==> src/rtl/sps_pkg.sv <==
`timescale 1ns/1ps
package sps_pkg;

  typedef enum logic [1:0] {
    OP_NONE  = 2'd0,
    OP_READ  = 2'd1,
    OP_WRITE = 2'd2
  } op_e;

  // Device is selected when both active-low enables are low and the active-high one is high.
  function automatic logic chip_selected(input logic en1_n, input logic en2, input logic en3_n);
    return !en1_n && en2 && !en3_n;
  endfunction

endpackage

==> src/rtl/sps_cmd_stage.sv <==
`timescale 1ns/1ps
module sps_cmd_stage
  import sps_pkg::*;
#(
  parameter int ADDR_W     = 6,
  parameter int LANES      = 4,
  parameter int BURST_W    = 2,
  parameter bit INTERLEAVE = 1'b0
) (
  input  logic              clk,
  input  logic              rst_n,
  input  logic              act,
  input  logic              load_n,
  input  logic              we_n,
  input  logic              en1_n,
  input  logic              en2,
  input  logic              en3_n,
  input  logic [ADDR_W-1:0] addr,
  input  logic [LANES-1:0]  bw_n,
  output op_e               s1_op,
  output logic [ADDR_W-1:0] s1_addr,
  output logic [LANES-1:0]  s1_bw_n
);

  localparam int UPPER_W = ADDR_W - BURST_W;

  // Address of burst step n: upper bits fixed, low bits wrap inside the group.
  function automatic logic [ADDR_W-1:0] burst_addr(input logic [ADDR_W-1:0] base,
                                                   input logic [BURST_W-1:0] n);
    logic [BURST_W-1:0] lo;
    if (INTERLEAVE) lo = base[BURST_W-1:0] ^ n;
    else            lo = base[BURST_W-1:0] + n;
    return {base[ADDR_W-1:BURST_W], lo};
  endfunction

  op_e                burst_op_q;
  logic [ADDR_W-1:0]  base_q;
  logic [BURST_W-1:0] cnt_q;

  // Named internal events
  logic               load_cyc;
  logic               sel_now;
  op_e                load_op;
  logic [BURST_W-1:0] cnt_nxt;
  logic [ADDR_W-1:0]  adv_addr;

  assign load_cyc = !load_n;
  assign sel_now  = chip_selected(en1_n, en2, en3_n);
  assign load_op  = !sel_now ? OP_NONE : (we_n ? OP_READ : OP_WRITE);
  assign cnt_nxt  = cnt_q + BURST_W'(1);
  assign adv_addr = burst_addr(base_q, cnt_nxt);

  always_ff @(posedge clk or negedge rst_n) begin
    if (!rst_n) begin
      burst_op_q <= OP_NONE;
      base_q     <= '0;
      cnt_q      <= '0;
      s1_op      <= OP_NONE;
      s1_addr    <= '0;
      s1_bw_n    <= '1;
    end else if (act) begin
      s1_bw_n <= bw_n;
      if (load_cyc) begin
        burst_op_q <= load_op;
        base_q     <= addr;
        cnt_q      <= '0;
        s1_op      <= load_op;
        s1_addr    <= addr;
      end else begin
        cnt_q   <= cnt_nxt;
        s1_op   <= burst_op_q;
        s1_addr <= adv_addr;
      end
    end
  end

  // a load without full selection leaves no access in the pipeline
  a_r1_deselect_load: assert property (@(posedge clk) disable iff (!rst_n)
    (act && load_cyc && !sel_now) |=> (s1_op == OP_NONE));

  // advancing a deselected burst stays idle
  a_r2_adv_stays_idle: assert property (@(posedge clk) disable iff (!rst_n)
    (act && !load_cyc && burst_op_q == OP_NONE) |=> (s1_op == OP_NONE));

  // an advance never changes the burst's access type
  a_r3_adv_keeps_type: assert property (@(posedge clk) disable iff (!rst_n)
    (act && !load_cyc) |=> $stable(burst_op_q));

  // advance addresses stay inside the group of the loaded address
  a_r4_adv_in_group: assert property (@(posedge clk) disable iff (!rst_n)
    (act && !load_cyc) |=> (s1_addr[ADDR_W-1 -: UPPER_W] == base_q[ADDR_W-1 -: UPPER_W]));

  // frozen edges leave the command stage untouched
  a_r8_cmd_frozen: assert property (@(posedge clk) disable iff (!rst_n)
    !act |=> ($stable(s1_op) && $stable(s1_addr) && $stable(s1_bw_n)));

endmodule

==> src/rtl/sps_lane_ram.sv <==
`timescale 1ns/1ps
module sps_lane_ram #(
  parameter int ADDR_W = 6,
  parameter int LANES  = 4,
  parameter int LANE_W = 9
) (
  input  logic                    clk,
  input  logic                    wr_en,
  input  logic [ADDR_W-1:0]       wr_addr,
  input  logic [LANES-1:0]        wr_lane_n,
  input  logic [LANES*LANE_W-1:0] wr_data,
  input  logic [ADDR_W-1:0]       rd_addr,
  output logic [LANES*LANE_W-1:0] rd_data
);

  localparam int DEPTH = 1 << ADDR_W;

  for (genvar g = 0; g < LANES; g++) begin : g_lane
    logic [LANE_W-1:0] mem [DEPTH];

    always_ff @(posedge clk) begin
      if (wr_en && !wr_lane_n[g]) mem[wr_addr] <= wr_data[g*LANE_W +: LANE_W];
    end

    assign rd_data[g*LANE_W +: LANE_W] = mem[rd_addr];
  end

endmodule

==> src/rtl/sync_pipe_sram.sv <==
`timescale 1ns/1ps
module sync_pipe_sram
  import sps_pkg::*;
#(
  parameter int ADDR_W     = 6,
  parameter int LANES      = 4,
  parameter int LANE_W     = 9,
  parameter int BURST_W    = 2,
  parameter bit INTERLEAVE = 1'b0
) (
  input  logic                    clk,
  input  logic                    rst_n,
  input  logic [ADDR_W-1:0]       addr,
  input  logic                    load_n,
  input  logic                    we_n,
  input  logic                    en1_n,
  input  logic                    en2,
  input  logic                    en3_n,
  input  logic [LANES-1:0]        bw_n,
  input  logic                    cke_n,
  input  logic                    sleep,
  input  logic                    oe_n,
  input  logic [LANES*LANE_W-1:0] wdata,
  output logic [LANES*LANE_W-1:0] rdata,
  output logic                    rdata_drive
);

  localparam int DATA_W = LANES * LANE_W;

  // Take each lane from fresh data where its mask bit is low, else keep the old lane.
  function automatic logic [DATA_W-1:0] lane_merge(input logic [DATA_W-1:0] old_w,
                                                   input logic [DATA_W-1:0] new_w,
                                                   input logic [LANES-1:0]  mask_n);
    logic [DATA_W-1:0] res;
    res = old_w;
    for (int l = 0; l < LANES; l++) begin
      if (!mask_n[l]) res[l*LANE_W +: LANE_W] = new_w[l*LANE_W +: LANE_W];
    end
    return res;
  endfunction

  // Stage 1: command register
  op_e               s1_op;
  logic [ADDR_W-1:0] s1_addr;
  logic [LANES-1:0]  s1_bw_n;

  // Stage 2: array access done, waiting for data or output slot
  op_e               s2_op;
  logic [ADDR_W-1:0] s2_addr;
  logic [LANES-1:0]  s2_bw_n;
  logic [DATA_W-1:0] s2_raw;

  // Output register
  logic [DATA_W-1:0] rd_q;
  logic              rd_vld_q;

  // Named internal events
  logic              act;
  logic              exec_wr;
  logic              exec_rd;
  logic              fwd_hit;
  logic [DATA_W-1:0] ram_rd;
  logic [DATA_W-1:0] rd_fwd;

  assign act     = !cke_n && !sleep;
  assign exec_wr = act && (s2_op == OP_WRITE);
  assign exec_rd = act && (s2_op == OP_READ);
  assign fwd_hit = exec_wr && (s1_op == OP_READ) && (s1_addr == s2_addr);
  assign rd_fwd  = fwd_hit ? lane_merge(ram_rd, wdata, s2_bw_n) : ram_rd;

  sps_cmd_stage #(
    .ADDR_W    (ADDR_W),
    .LANES     (LANES),
    .BURST_W   (BURST_W),
    .INTERLEAVE(INTERLEAVE)
  ) u_cmd (
    .clk    (clk),
    .rst_n  (rst_n),
    .act    (act),
    .load_n (load_n),
    .we_n   (we_n),
    .en1_n  (en1_n),
    .en2    (en2),
    .en3_n  (en3_n),
    .addr   (addr),
    .bw_n   (bw_n),
    .s1_op  (s1_op),
    .s1_addr(s1_addr),
    .s1_bw_n(s1_bw_n)
  );

  sps_lane_ram #(
    .ADDR_W(ADDR_W),
    .LANES (LANES),
    .LANE_W(LANE_W)
  ) u_ram (
    .clk      (clk),
    .wr_en    (exec_wr),
    .wr_addr  (s2_addr),
    .wr_lane_n(s2_bw_n),
    .wr_data  (wdata),
    .rd_addr  (s1_addr),
    .rd_data  (ram_rd)
  );

  always_ff @(posedge clk or negedge rst_n) begin
    if (!rst_n) begin
      s2_op    <= OP_NONE;
      s2_addr  <= '0;
      s2_bw_n  <= '1;
      s2_raw   <= '0;
      rd_q     <= '0;
      rd_vld_q <= 1'b0;
    end else if (act) begin
      s2_op    <= s1_op;
      s2_addr  <= s1_addr;
      s2_bw_n  <= s1_bw_n;
      s2_raw   <= rd_fwd;
      rd_vld_q <= (s2_op == OP_READ);
      if (s2_op == OP_READ) rd_q <= s2_raw;
    end
  end

  assign rdata       = rd_q;
  assign rdata_drive = rd_vld_q && !oe_n && !sleep;

  // a read leaving stage 2 makes the output valid on the next edge
  a_r6_read_lands: assert property (@(posedge clk) disable iff (!rst_n)
    exec_rd |=> rd_vld_q);

  // an edge that executes a write or nothing leaves no valid read data
  a_r5_no_read_from_write: assert property (@(posedge clk) disable iff (!rst_n)
    (act && s2_op != OP_READ) |=> !rd_vld_q);

  // a forwarded read takes every unmasked lane from the data written on that edge
  a_r7_fwd_lanes: assert property (@(posedge clk) disable iff (!rst_n)
    fwd_hit |=> (s2_raw == lane_merge($past(ram_rd), $past(wdata), $past(s2_bw_n))));

  // frozen edges hold the output and its valid flag
  a_r8_out_frozen: assert property (@(posedge clk) disable iff (!rst_n)
    !act |=> ($stable(rd_q) && $stable(rd_vld_q)));

  // no drive while asleep
  a_r9_sleep_quiet: assert property (@(posedge clk) disable iff (!rst_n)
    sleep |-> !rdata_drive);

  // drive only with output enable low
  a_r10_drive_needs_oe: assert property (@(posedge clk) disable iff (!rst_n)
    rdata_drive |-> !oe_n);

endmodule

==> config.mk <==
export PLATFORM = sky130hd
export DESIGN_NAME = sync_pipe_sram
export DESIGN_NICKNAME = d
export VERILOG_FILES = /design/src/rtl/sps_pkg.sv /design/src/rtl/sps_cmd_stage.sv /design/src/rtl/sps_lane_ram.sv /design/src/rtl/sync_pipe_sram.sv
export SDC_FILE = /design/constraint.sdc
export NUM_CORES = 2
export LEC_CHECK = 0
export ABC_AREA = 1
export ABC_CLOCK_PERIOD_IN_PS = 2380
export CORE_UTILIZATION = 45
export CTS_CLUSTER_DIAMETER = 100
export CTS_CLUSTER_SIZE = 20
export DETAILED_ROUTE_END_ITERATION = 8
export PLACE_DENSITY = 0.64
export SLEW_MARGIN = 20
export SYNTH_ARGS = -nofsm -noshare
export SYNTH_HDL_FRONTEND = slang
export SYNTH_SLANG_ARGS = --single-unit
==> constraint.sdc <==
create_clock -name clk -period 2.38 [get_ports clk]
set_input_delay 0.357 -clock clk [delete_from_list [all_inputs] [get_ports clk]]
set_output_delay 0.357 -clock clk [all_outputs]
set_load 0.05 [all_outputs]
==> impl_metrics.ini <==
[timing]
drv_slew = 0
timing.final.crit_period_ns = 2.42
rsz0062_at_grt = true
setup_viol = 20
hold_viol = 0
worst_pin_slew_ns = 0.956
skew_ns = 0.0408
fin_crit_sh = 1.02
setup_tns_ns = -0.310
worst_slack_ns = -0.0409
fmax_ghz = 0.413
slew_headroom = 0.363

[placed_design]
port_buffers = 92
dp_hpwl_um = 192000
place_congestion = 0.923
place_area_um2 = 108000

[detailed_routing]
wl_per_cell_um = 24.4
firstDrtPassIters = 6
drc = 0
final_antenna_net_count = 0
vias_per_cell = 5.65
wirelength_um = 292000
drtIter0Drc = 8451
via_count = 67600

[min_path]
hold_class = in -> reg

[global_routing]
grt-ovfl-total = 0
grt_util_all_layers = 0.260
grt_max_degree = 73
grt_pass1_vias = 64400
antenna_found_initial = 18
grt_pass1_wl_um = 425000

[die]
io_pins = 93
die_area_um2 = 221000
die_y_um = 470
core_um2 = 217000
die_w_um = 470
rows = 171
initial_core_util = 0.453

[cts]
cts_root_buf = clkbuf_16
cts_tree = built
numCtsBuffers = 139
cts.path.max_buffers = 3
clkSinkCount = 2409
path_clk_slew_ns = 0.08
cts_max_level = 4
worst_skew_pair.late_latency_ns = 0.83

[yosys]
synth.yosys.seq_area_share = 0.729
syn_area_um2 = 98500
synth_cell_type_count = 30
yosys_warnings = 0
synth_nets = 8610
synth_top_area_cell = edfxtp_1
synthesis.instances = 8553
netlist_top_cells_area = edfxtp_1, nand2_1, nand3_1
yosysTopAreaCellShare = 0.702
syn-mean-instance-area_um2 = 11.5
ys_ff_latch = 2409

[critical_path]
path_max_fanout = 13
worstSetupPathType = reg -> reg
cp_cell_sequence = inv_16 -> buf_16 -> buf_4 -> nand3_1 -> nand3_1 -> nand2_1 -> nand2_1 -> nand3_1 -> nand3_2 -> nand3_1 -> nand2_1 -> nand2_1
crit_path_end_kind = register
slowest_stage = dfrtp_4
worstPathArrival_ns = 3.13
worst_path_largest_cell_delay_ns = 0.59
worst_setup_path_start_kind = register
crit_required_ns = 3.09

[pwr]
leakagePower_nw = 41.6
p_per_area_nw_per_um2 = 857
ir_drop_uv = 875

[job]
drv_cap = 0

[layout]
syn_to_final_growth_pct = 14.6
final_nets = 9092
final_area_um2 = 113000
final_common_cell = nand2_1
drive_gt1_frac = 0.121
layout_common_cells = nand2_1, edfxtp_1, nand3_1, buf_4, nor2_1

[outcome]
status = complete, but fails checks
violations = negative setup slack
==> cells in the mapped netlist, drive strengths merged <==
master,count
a211oi,1
nor4,2
dfstp,8
nand4,5
edfxtp,2304
a21oi,1
clkbuf,119
o21ai,25
inv,65
o221ai,4
nand2,3142
o22ai,1
ha,1
nand3,1985
buf,434
nand3b,36
xor2,1
dfrtp,97
mux2,36
xnor2,2
nor3,19
o211ai,2
nor2,263
==> state kept, by name, indices dropped and copies added, names as in the netlist <==
name / flops
s2_op: 2
u_cmd.burst_op_q: 2
s2_raw: 36
u_cmd.base_q: 6
u_cmd.cnt_q: 2
u_cmd.s1_bw_n: 4
s2_bw_n: 4
rdata: 36
u_ram.g_lane.mem: 2304
s2_addr: 6
u_cmd.s1_addr: 6
rd_vld_q: 1
==> worst paths after layout <==
check | startpoint | endpoint | slack [ns] | depth (start not counted)
setup reg to reg | u_cmd.s1_addr[1]$_DFFE_PN0N_ | s2_raw[31]$_DFFE_PN0N_ | -0.04 | 12
hold reg to reg | u_cmd.s1_bw_n[1]$_DFFE_PN1N_ | u_cmd.s1_bw_n[1]$_DFFE_PN1N_ | 0.47 | 2
min in group asynchronous | rst_n | rdata[6]$_DFFE_PN0P_ | 0.09 | 2
hold / removal | wdata[5] | u_ram.g_lane[0].mem[35][5]$_DFFE_PP_ | 0.05 | 1
setup / recovery | u_cmd.s1_addr[1]$_DFFE_PN0N_ | s2_raw[31]$_DFFE_PN0N_ | -0.04 | 12
max in group asynchronous | rst_n | s2_bw_n[3]$_DFFE_PN1N_ | 1.50 | 3
==> through the flow <==
| step | utilization | hold slack, ns | power (W) | setup WS (ns) | instances |
|---|---|---|---|---|---|
| after floorplan | - | 0.0614 | 0.0620 | 0.316 | 8553 |
| after global placement | 0.496 | 0.397 | 0.0718 | -0.160 | 11700 |
| after detailed placement | 0.496 | 0.400 | 0.0720 | -0.239 | 11700 |
| after CTS | 0.516 | 0.00579 | 0.0963 | 0.00491 | 11900 |
| after global routing | 0.519 | 0.0196 | 0.100 | -0.0907 | 11900 |
| final | 0.519 | 0.0499 | 0.0967 | -0.0409 | 12000 |
==> report_power, final <==
part / internal, W / switching (W) / leakage [nW]
Clock: 0.0110 / 0.0134 / 1.87
Sequential: 0.0470 / 0.000751 / 22.0
Combinational: 0.00799 / 0.0165 / 17.7
==> kinds of logic (layout without fill, tap and decap cells) <==
| family | count (synthesis) | after routing | synth area share |
|---|---|---|---|
| mux | 36 | 36 | 0.00411 |
| flops | 2409 | 2409 | 0.729 |
| compound gates | 34 | 34 | 0.00202 |
| fa+ha+maj | 1 | 1 | 0.000127 |
| simple gates | 5452 | 5452 | 0.235 |
| other cells | 0 | 17 | 0 |
| xor+xnor | 3 | 3 | 0.000267 |
| buf+inv | 618 | 1157 | 0.0298 |
==> cell type report <==
cell class | count | area [um2]
Timing Repair Buffer | 894 | 9170
Inverter | 65 | 299
Sequential cell | 2409 | 71800
Fill cell | 18600 | 105000
Clock buffer | 187 | 3730
Tap cell | 2854 | 3570
Antenna cell | 17 | 42.5
Clock inverter | 11 | 129
Multi-Input combinational cell | 5526 | 24100
==> layer usage <==
layer	vias up	wire length [um]	share of wire	track usage
met1	33200	117000	0.40	0.356
met2	3203	134000	0.46	0.402
li1	30700	-	-	-
met3	518	27500	0.094	0.0508
met4	6	14200	0.049	0.118
met5	-	34	0.00012	0
==> critical path, delay by kind of cell, from the launching register on <==
family / cells / cell delay, ns
buf+inv: 3 / 0.65
flops: 1 / 0.59
simple gates: 9 / 1.03
==> what timing repair did <==
action                                 4_1_cts  5_1_grt
resized for setup                           66       82
hold buffers                                19        0
setup buffers                                4        8
pin swaps                                    1        9
endpoints found under the hold margin      205        0
setup endpoints to repair                  128       91
cloned                                       8        6
Power figures use the tool's default switching activity.
